**src/rtl/pps_pkg.sv**
```systemverilog
package pps_pkg;
  typedef enum logic [1:0] {K_WRITE, K_DELAY, K_DAC, K_END} step_kind_e;

  typedef struct packed {
    step_kind_e  kind;
    logic [2:0]  addr;
    logic [4:0]  data;
    logic [5:0]  ms;
  } step_t;

  localparam logic [2:0] A_RES  = 3'd0;
  localparam logic [2:0] A_PHS  = 3'd1;
  localparam logic [2:0] A_PWR0 = 3'd3;
  localparam logic [2:0] A_PWR1 = 3'd4;
  localparam logic [2:0] A_IFC  = 3'd6;
  localparam logic [2:0] A_POL  = 3'd7;
endpackage

```
**src/rtl/pps_script.sv**
```systemverilog
module pps_script
  import pps_pkg::*;
#(
  parameter int PC_W       = 5,
  parameter int QVGA_PHASE = 9
) (
  input  logic            dir_up_i,
  input  logic [PC_W-1:0] pc_i,
  input  logic            vga_i,
  input  logic            phase_vld_i,
  input  logic [3:0]      phase_i,
  output step_t           step_o
);
  function automatic step_t wr(input logic [2:0] a, input logic [4:0] d);
    wr = '{kind: K_WRITE, addr: a, data: d, ms: 6'd0};
  endfunction
  function automatic step_t dly(input logic [5:0] m);
    dly = '{kind: K_DELAY, addr: 3'd0, data: 5'd0, ms: m};
  endfunction
  function automatic step_t dac(input logic [4:0] base);
    dac = '{kind: K_DAC, addr: 3'd0, data: base, ms: 6'd0};
  endfunction

  logic [4:0] phase_val;
  logic [4:0] res_val;

  always_comb begin
    if (!vga_i)          phase_val = {4'(QVGA_PHASE), 1'b1};
    else if (phase_vld_i) phase_val = {phase_i, 1'b1};
    else                 phase_val = 5'h01;
    res_val = vga_i ? 5'h00 : 5'h01;
  end

  always_comb begin
    step_o = '{kind: K_END, addr: 3'd0, data: 5'd0, ms: 6'd0};
    if (dir_up_i) begin
      case (pc_i)
        5'd0:  step_o = wr(A_IFC,  5'h1F);
        5'd1:  step_o = wr(A_PWR0, 5'h03);
        5'd2:  step_o = wr(A_PWR1, 5'h00);
        5'd3:  step_o = wr(A_PWR1, 5'h04);
        5'd4:  step_o = dly(6'd3);
        5'd5:  step_o = wr(A_PWR0, 5'h07);
        5'd6:  step_o = wr(A_IFC,  5'h09);
        5'd7:  step_o = dac(5'h04);
        5'd8:  step_o = wr(A_PWR0, 5'h17);
        5'd9:  step_o = wr(A_PWR1, 5'h06);
        5'd10: step_o = dly(6'd2);
        5'd11: step_o = wr(A_IFC,  5'h01);
        5'd12: step_o = wr(A_PWR0, 5'h1F);
        5'd13: step_o = wr(A_PWR1, 5'h07);
        5'd14: step_o = wr(A_IFC,  5'h00);
        5'd15: step_o = wr(A_PHS,  phase_val);
        5'd16: step_o = wr(A_POL,  5'h00);
        5'd17: step_o = dly(6'd1);
        5'd18: step_o = wr(A_RES,  res_val);
        default: ;
      endcase
    end else begin
      case (pc_i)
        5'd0:  step_o = dly(6'd34);
        5'd1:  step_o = wr(A_PWR1, 5'h06);
        5'd2:  step_o = wr(A_IFC,  5'h08);
        5'd3:  step_o = wr(A_PWR0, 5'h14);
        5'd4:  step_o = dac(5'h14);
        5'd5:  step_o = wr(A_PWR1, 5'h04);
        5'd6:  step_o = wr(A_PWR0, 5'h04);
        5'd7:  step_o = wr(A_IFC,  5'h1E);
        5'd8:  step_o = wr(A_PWR0, 5'h00);
        5'd9:  step_o = wr(A_PWR1, 5'h00);
        default: ;
      endcase
    end
  end
endmodule

```
**src/rtl/pps_ms_timer.sv**
```systemverilog
module pps_ms_timer #(
  parameter int TICKS_PER_MS = 50000,
  parameter int MS_W         = 6
) (
  input  logic            clk_i,
  input  logic            rst_ni,
  input  logic            start_i,
  input  logic [MS_W-1:0] ms_i,
  output logic            done_o
);
  localparam int PRE_W = (TICKS_PER_MS > 1) ? $clog2(TICKS_PER_MS) : 1;
  localparam logic [PRE_W-1:0] PRE_TOP = PRE_W'(TICKS_PER_MS - 1);

  logic             run_q;
  logic [PRE_W-1:0] pre_q;
  logic [MS_W-1:0]  ms_q;

  assign done_o = run_q && (pre_q == '0) && (ms_q == MS_W'(1));

  always_ff @(posedge clk_i or negedge rst_ni) begin
    if (!rst_ni) begin
      run_q <= 1'b0;
      pre_q <= '0;
      ms_q  <= '0;
    end else if (start_i) begin
      run_q <= 1'b1;
      pre_q <= PRE_TOP;
      ms_q  <= ms_i;
    end else if (run_q) begin
      if (pre_q == '0) begin
        pre_q <= PRE_TOP;
        ms_q  <= ms_q - 1'b1;
        if (ms_q == MS_W'(1)) run_q <= 1'b0;
      end else begin
        pre_q <= pre_q - 1'b1;
      end
    end
  end
endmodule

```
**src/rtl/panel_pwr_seq.sv**
```systemverilog
module panel_pwr_seq
  import pps_pkg::*;
#(
  parameter int TICKS_PER_MS = 50000,
  parameter int DEF_BIAS     = 125,
  parameter int QVGA_PHASE   = 9
) (
  input  logic       clk_i,
  input  logic       rst_ni,
  input  logic       pwr_req_i,
  input  logic       vga_mode_i,
  input  logic [3:0] phase_i,
  input  logic       phase_vld_i,
  input  logic [7:0] bias_i,
  input  logic       bias_vld_i,
  output logic       frm_valid_o,
  input  logic       frm_ready_i,
  output logic [2:0] frm_addr_o,
  output logic [4:0] frm_data_o,
  output logic       dac_start_o,
  output logic [4:0] dac_base_o,
  output logic [7:0] dac_value_o,
  input  logic       dac_done_i,
  output logic       busy_o,
  output logic       pwr_on_o
);
  localparam int PC_W = 5;
  localparam int MS_W = 6;

  typedef enum logic [1:0] {S_IDLE, S_RUN, S_WAIT, S_DAC} state_e;

  state_e          state_q;
  logic [PC_W-1:0] pc_q;
  logic            dir_q, on_q;
  logic            vga_q, phv_q;
  logic [3:0]      ph_q;
  logic [7:0]      bias_q;
  step_t           step;
  logic            tmr_start, tmr_done;

  pps_script #(.PC_W(PC_W), .QVGA_PHASE(QVGA_PHASE)) u_script (
    .dir_up_i   (dir_q),
    .pc_i       (pc_q),
    .vga_i      (vga_q),
    .phase_vld_i(phv_q),
    .phase_i    (ph_q),
    .step_o     (step)
  );

  pps_ms_timer #(.TICKS_PER_MS(TICKS_PER_MS), .MS_W(MS_W)) u_timer (
    .clk_i  (clk_i),
    .rst_ni (rst_ni),
    .start_i(tmr_start),
    .ms_i   (step.ms),
    .done_o (tmr_done)
  );

  assign frm_valid_o = (state_q == S_RUN) && (step.kind == K_WRITE);
  assign frm_addr_o  = step.addr;
  assign frm_data_o  = step.data;
  assign dac_start_o = (state_q == S_RUN) && (step.kind == K_DAC);
  assign dac_base_o  = step.data;
  assign dac_value_o = bias_q;
  assign tmr_start   = (state_q == S_RUN) && (step.kind == K_DELAY);
  assign busy_o      = (state_q != S_IDLE);
  assign pwr_on_o    = on_q;

  always_ff @(posedge clk_i or negedge rst_ni) begin
    if (!rst_ni) begin
      state_q <= S_IDLE;
      pc_q    <= '0;
      dir_q   <= 1'b0;
      on_q    <= 1'b0;
      vga_q   <= 1'b0;
      phv_q   <= 1'b0;
      ph_q    <= '0;
      bias_q  <= '0;
    end else begin
      case (state_q)
        S_IDLE: if (pwr_req_i != on_q) begin
          // capture script inputs once per run
          dir_q   <= pwr_req_i;
          pc_q    <= '0;
          vga_q   <= vga_mode_i;
          phv_q   <= phase_vld_i;
          ph_q    <= phase_i;
          bias_q  <= !pwr_req_i ? 8'd0 : (bias_vld_i ? bias_i : 8'(DEF_BIAS));
          state_q <= S_RUN;
        end
        S_RUN: case (step.kind)
          K_WRITE: if (frm_ready_i) pc_q <= pc_q + 1'b1;
          K_DELAY: state_q <= S_WAIT;
          K_DAC:   state_q <= S_DAC;
          default: begin
            on_q    <= dir_q;
            state_q <= S_IDLE;
          end
        endcase
        S_WAIT: if (tmr_done) begin
          pc_q    <= pc_q + 1'b1;
          state_q <= S_RUN;
        end
        default: if (dac_done_i) begin
          pc_q    <= pc_q + 1'b1;
          state_q <= S_RUN;
        end
      endcase
    end
  end
endmodule

```
**config.mk**
```make
export PLATFORM = sky130hd
export DESIGN_NAME = panel_pwr_seq
export DESIGN_NICKNAME = d
export VERILOG_FILES = /design/src/rtl/pps_pkg.sv /design/src/rtl/pps_script.sv /design/src/rtl/pps_ms_timer.sv /design/src/rtl/panel_pwr_seq.sv
export SDC_FILE = /design/constraint.sdc
export NUM_CORES = 1
export LEC_CHECK = 0
export ABC_AREA = 1
export BUFFER_PORTS_ARGS = -buffer_cell sky130_fd_sc_hd__buf_2
export CAP_MARGIN = 10
export CORE_ASPECT_RATIO = 0.6
export CORE_MARGIN = 3
export CORE_UTILIZATION = 58
export CTS_CLUSTER_SIZE = 14
export DETAILED_ROUTE_END_ITERATION = 16
export GPL_TIMING_DRIVEN = 0
export PLACE_DENSITY = 0.8
export RECOVER_POWER = 50
export SYNTH_ARGS = -nofsm -noshare
export SYNTH_HDL_FRONTEND = slang
export SYNTH_SLANG_ARGS = --single-unit
```
**constraint.sdc**
```tcl
create_clock -name clk_i -period 2.9 [get_ports clk_i]
set_input_delay 0.435 -clock clk_i [delete_from_list [all_inputs] [get_ports clk_i]]
set_output_delay 0.435 -clock clk_i [all_outputs]
set_load 0.005 [all_outputs]
```
==> results by group, run 1 <==
Route
  • Via count: 3487
  • Metal3 WL: 1114 um
  • WL final: 9692 um
  • Pre-antenna DRT Iters: 5
  • WL per Instance: 15.61 um
  • Wire length on met1: 4562 um
  • DR top layer: met4
  • Avg Vias per Cell: 5.615
  • Drt drc: 0
  • Final antenna-violating net count: 0
  • 1st-iter DRT viols: 353
  • Met2 wire len: 3892 um

Clock tree
  • Max Buffers Root-to-Sink: 2
  • Clock Sinks: 46
  • Clock Latency Late Sink: 300 ps
  • Clock root cell: clkbuf_8
  • CTS clk-pin slew, worst paths: 90 ps
  • CTS Buf Count: 5
  • H-tree depth: 2
  • CTS tree: built

Power and ir drop
  • PwrDens: 1200 nW/um^2
  • Static leakage: 0.002014 uW
  • VDD IR max: 0.5502 mV

Die
  • Core ar.: 5280 um^2
  • Die Y: 64.40 um
  • Die ar.: 6655 um^2
  • Initial Util: 0.6244
  • Die Wd: 103.3 um
  • I/O pin count: 45
  • Row Count: 20

Critical path
  • WS Path Type: flip-flop to primary output
  • CP Launch Type: flip-flop
  • Critical-path maximum fanout: 5
  • Req. time, crit path: 2470 ps
  • Crit. End Element: primary output
  • Critical path data arrival time: 2490 ps

Synthesis
  • YS warnings: 0
  • Post-Syn Area per Cell: 7.015 um^2
  • Post-synth cell types: 37
  • Sequential share of the synthesized area: 0.3491
  • Post-Synthesis Net Count: 504
  • Cell Area, Synth: 3297 um^2
  • Dominant synthesized flop cell: dfrtp_1
  • Async SR Flop Fraction: 1.000
  • Post-synth EDFFs: 0
  • Mapped Cells: 470
  • Seq cells post-synth: 46

Placement
  • DP HPWL: 6849 um
  • Pre-CTS WS: -89.79 ps
  • Final RePlAce weighted congestion: 1.000
  • Post-DP Area: 3613 um^2
  • Inst Count DP: 591
  • Buffers on Ports: 44

Timing
  • Worst slew margin: -0.6550
  • Final Skew: 3.136 ps
  • RSZ-0062 raised after global routing: yes
  • Final slew viol count: 47
  • Period utilization: 1.010
  • Tmin final: 2928 ps
  • Worst Tran Pin Value: 2483 ps
  • Setup ws final: -28.10 ps
  • Final Hold Viols: 0
  • Achievable frequency: 341.5 MHz
  • Setup-failing EPs final: 2
  • Setup_tns: -39.48 ps

Global route
  • Number of global-route vias before repair: 3158
  • Global-route wire length before repair: 15390 um
  • GRT Util Overall: 0.2987
  • GR Overflow Total: 0
  • Largest net degree at the start of global routing: 47
  • Antenna violations before repair: 0

Cells and area
  • Finished Layout Cells: 621
  • Final net count: 577
  • Multi-input gate area: 2029 um^2
  • Final core occ: 0.7725
  • Fin area: 4079 um^2
  • Fillers: 407
  • Inserted Diodes: 0
  • Most common cell after layout, fill and taps aside: nand2_1
  • Share of layout cells above drive strength 1: 0.2978
  • Register area: 1154 um^2
  • Area grow syn2layout: 23.72%
  • Most frequent cells in the layout: nand2_1, nor2_1, dfrtp_1, inv_1, buf_2

Outcome
  • Failing checks: max-capacitance violations, max-slew violations, negative setup slack
  • Status: finished, violations left

Min path
  • HP Class: input port to flip-flop

Run
  • Max-cap violations: 1
==> Yosys cell counts, types with 8 or more instances <==
master	count	area [um^2]
dfrtp_1	46	1151
ha_1	14	175.2
nand3_1	30	150.1
o21ai_0	36	180.2
nand2_2	8	50.05
nand2_1	110	412.9
nand4_1	12	75.07
o21ai_1	18	90.09
nor2_1	59	221.5
inv_1	49	183.9
inv_2	9	33.78
nor3_1	16	80.08
buf_4	8	60.06
nor2_2	9	56.30
==> layer usage <==
layer / global-route usage / vias up
li1: - / 1658
met1: 0.4790 / 1611
met2: 0.3898 / 197
met3: 0.08397 / 21
met4: 0.05977 / 0
met5: 0 / -
==> critical path, cell delays in order (launching register included) <==
cell and delay [ps]:
dfrtp_2 490, inv_4 110, ha_4 160, inv_1 70
nor2_4 220, nand2_4 100, nand2_2 100, nor3_4 60
nand2_2 110, nand2_2 60, o21ai_2 170, ha_2 230
inv_1 70, nor2_4 100, buf_2 120
==> area by class of cell <==
class                           count  share of cell area
Timing Repair Buffer               67             0.09417
Clock buffer                        6             0.01779
Tap cell                           77             0.02362
Buffer                             13             0.02239
Clock inverter                      2            0.003374
Sequential cell                    46              0.2828
Inverter                           60             0.05828
Multi-Input combinational cell    350              0.4975
==> power breakdown <==
group	total, uW	leakage [uW]	switching [uW]	internal [uW]
sequential	1130	0.000563	216	910
clock	397	0.0000452	226	171
combinational	3370	0.00141	2020	1350
==> sequential cells by signal (all words and copies together) (netlist names) <==
| name | count |
|---|---|
| u_timer.pre_q | 16 |
| dac_value_o | 8 |
| u_timer.ms_q | 6 |
| pc_q | 5 |
| ph_q | 4 |
| state_q | 2 |
| dir_q | 1 |
| phv_q | 1 |
| pwr_on_o | 1 |
| u_timer.run_q | 1 |
| vga_q | 1 |
==> repair_timing <==
action,4_1_cts,5_1_grt
hold buffers,0,0
resized for setup,19,46
setup buffers,8,15
setup endpoints to repair,7,29
pin swaps,5,16
==> worst paths after layout <==
kind / slack, ps / from / cells past startpoint / to
max: -30 / pc_q[0] / 14 / frm_valid_o
min: 340 / vga_mode_i / 3 / vga_q
max reg2reg: 50 / pc_q[0] / 20 / u_timer.ms_q[1]
min reg2reg: 500 / u_timer.ms_q[1] / 2 / u_timer.ms_q[1]
max in group asynchronous: 410 / rst_ni / 1 / pc_q[1]
min in group asynchronous: 880 / rst_ni / 1 / u_timer.ms_q[3]
==> per-stage QoR <==
step / total power (uW) / hold WS, ps
finish: 4893 / 339.4
global route: 5318 / 353.2
CTS: 4347 / 331.4
detailed placement: 3746 / 481.4
global placement: 3673 / 463.2
floorplan: 2981 / 139.4
==> cells by family (layout without fill, tap and decap cells) <==
| group | count (synthesis) | in the layout | synth area share |
|---|---|---|---|
| flip-flops | 46 | 46 | 0.3491 |
| adder cells (fa/ha/maj) | 14 | 14 | 0.05313 |
| AO/OA/AOI/OAI | 69 | 69 | 0.1135 |
| buffers and inverters | 74 | 148 | 0.09905 |
| AND/OR/NAND/NOR | 259 | 259 | 0.3639 |
| XOR/XNOR | 8 | 8 | 0.02125 |
No activity file was read; power rests on OpenSTA's default activity.
==> run 2, diff against run 1 <==
--- a/config.mk
+++ b/config.mk
@@ -16,6 +16,7 @@
 export GPL_TIMING_DRIVEN = 0
 export PLACE_DENSITY = 0.8
 export RECOVER_POWER = 50
+export SKIP_CTS_REPAIR_TIMING = 1
 export SYNTH_ARGS = -nofsm -noshare
 export SYNTH_HDL_FRONTEND = slang
 export SYNTH_SLANG_ARGS = --single-unit
==> run 2 against run 1 <==
Net effect: the flow still finishes with violations (max-capacitance violations, max-slew violations, negative setup slack); clock-buffer cell count is the same; die area is the same; setup slack gained 0.69 ps; clock skew grew 5.1 ps; combinational power is essentially flat; non-clock buffer count shrank 8; global-route usage shrank 0.97 points; sequential cell count is the same; sequential power is essentially flat; power shrank 0.48%; cell count shrank 1.3%; first-iteration DRC count grew 0.57%; critical path type unchanged; largest power group unchanged.
==> results by group, run 2 (synthesized netlist as in run 1, its figures left out) <==
Outcome
  • Status: finished, violations left
  • Failing checks: max-capacitance violations, max-slew violations, negative setup slack

Critical path
  • Critical path data arrival time: 2490 ps
  • Cells along the critical path: ha_4 -> inv_4 -> nor2_4 -> ha_4 -> inv_4 -> nand3_2 -> nor2_2 -> nand3_2 -> nand2_4 -> inv_4 -> nor2_4 -> ha_2 -> inv_2 -> nor2_2 -> buf_2
  • Most used cell, CP: inv_4
  • CP Launch Type: flip-flop
  • Reg2reg end: u_timer.pre_q[15]
  • R2r worst-path depth: 18
  • Worst r2r src: pc_q[0]
  • Register-to-register setup slack: 30 ps
  • Req. time, crit path: 2470 ps
  • WS Path Type: flip-flop to primary output
  • Top Family by Delay on Critical Path: simple AND/OR/NAND/NOR gates
  • Worst path max stage delay: 490 ps
  • Critical-path maximum fanout: 6
  • Bufs and invs on worst path: 5
  • Slowest-stage cell, CP: dfrtp_2
  • Crit. End Element: primary output

Die
  • Die ar.: 6655 um^2
  • Initial Util: 0.6244
  • Die Wd: 103.3 um
  • Die Y: 64.40 um
  • Core ar.: 5280 um^2
  • I/O pin count: 45
  • Row Count: 20

Timing
  • Setup ws final: -27.41 ps
  • Final Hold Viols: 0
  • Worst Tran Pin Value: 2474 ps
  • Setup_tns: -27.41 ps
  • RSZ-0062 raised after global routing: yes
  • Final slew viol count: 47
  • Period utilization: 1.009
  • Final Skew: 8.275 ps
  • Setup-failing EPs final: 1
  • Worst slew margin: -0.6491
  • Tmin final: 2927 ps
  • Achievable frequency: 341.6 MHz

Clock tree
  • CTS Buf Count: 5
  • Max Buffers Root-to-Sink: 2
  • H-tree depth: 2
  • CTS tree: built
  • Clock Sinks: 46
  • CTS clk-pin slew, worst paths: 90 ps
  • Clock Latency Late Sink: 300 ps
  • Clock root cell: clkbuf_8

Placement
  • Final RePlAce weighted congestion: 1.000
  • Buffers on Ports: 44
  • Post-DP Area: 3613 um^2
  • DP HPWL: 6849 um

Cells and area
  • Share of layout cells above drive strength 1: 0.2854
  • Register area: 1154 um^2
  • Multi-input gate area: 2049 um^2
  • Top reg by flops: u_timer.pre_q
  • Fin area: 4041 um^2
  • Area grow syn2layout: 22.58%
  • Inserted Diodes: 0
  • Largest register FFs: 16
  • Final net count: 569
  • Most common cell after layout, fill and taps aside: nand2_1
  • Most frequent cells in the layout: nand2_1, nor2_1, dfrtp_1, inv_1, buf_2
  • Fillers: 416

Global route
  • GR Overflow Total: 0
  • Largest net degree at the start of global routing: 47
  • Antenna violations before repair: 0
  • Global-route wire length before repair: 14990 um
  • Number of global-route vias before repair: 3044
  • GRT Util Overall: 0.2890

Run
  • Max-cap violations: 1

Route
  • Via count: 3451
  • Drt drc: 0
  • Final antenna-violating net count: 0
  • 1st-iter DRT viols: 355
  • Pre-antenna DRT Iters: 6
  • Avg Vias per Cell: 5.630
  • WL final: 9582 um
  • WL per Instance: 15.63 um

Power and ir drop
  • PwrDens: 1205 nW/um^2
  • Static leakage: 0.001981 uW
  • VDD IR max: 0.5427 mV

Min path
  • Worst Hold End: vga_q
  • Hold_sp: vga_mode_i
  • Hold depth: 3
  • HP Class: input port to flip-flop
[run 2: changes by cell type in the layout (fill, tap and decap cells not counted), sizes merged]
cell | previous run | this run
buf | 70 | 62
[run 2: where the power goes]
part / switching [uW] / internal (uW) / leakage [uW]
sequential: 218 / 910 / 0.000563
combinational: 2050 / 1300 / 0.00137
clock: 225 / 171 / 0.0000452
total: 2490 / 2380 / 0.00198
[run 2: layout make-up]
class | instances | share of cell area
multi-input cells | 350 | 0.5071
flip-flops and latches | 46 | 0.2854
repair buffers | 58 | 0.07833
inverters | 60 | 0.05944
plain buffers | 14 | 0.02446
well taps | 77 | 0.02384
clock buffers | 6 | 0.01796
clock inverters | 2 | 0.003406
[run 2: worst max-delay path by stage]
stage	start	endpoint	cells past startpoint
final	pc_q[0]	dac_start_o	15
after global placement	pc_q[0]	u_timer.pre_q[5]	19
after global routing	pc_q[0]	dac_start_o	15
after CTS	pc_q[0]	frm_valid_o	14
after detailed placement	pc_q[0]	u_timer.pre_q[5]	19
after floorplan	pc_q[0]	u_timer.pre_q[5]	19
[run 2: layer usage]
| metal | track usage | wire (um) | vias up |
|---|---|---|---|
| met2 | 0.3690 | 3897 | 177 |
| met4 | 0.04847 | 95 | 0 |
| li1 | - | - | 1645 |
| met1 | 0.4719 | 4591 | 1615 |
| met5 | 0 | 0 | - |
| met3 | 0.08506 | 998 | 14 |
[run 2: metrics by stage]
stage               hold slack (ps)  setup slack, ps  utilization  total power, uW  std cells
finish                        337.1           -27.41       0.7654             4870        613
floorplan                     139.4            460.0            -             2981        470
global route                  353.2           -80.62       0.7654             5278        613
CTS                           331.4           -309.1       0.7007             4146        599
global placement              463.2           -31.83       0.6844             3673        591
detailed placement            481.4           -89.79       0.6844             3746        591
[run 2: worst min-delay path: stages]
cell,delay (ps)
buf_2,70
nand2_1,40
o21ai_0,50
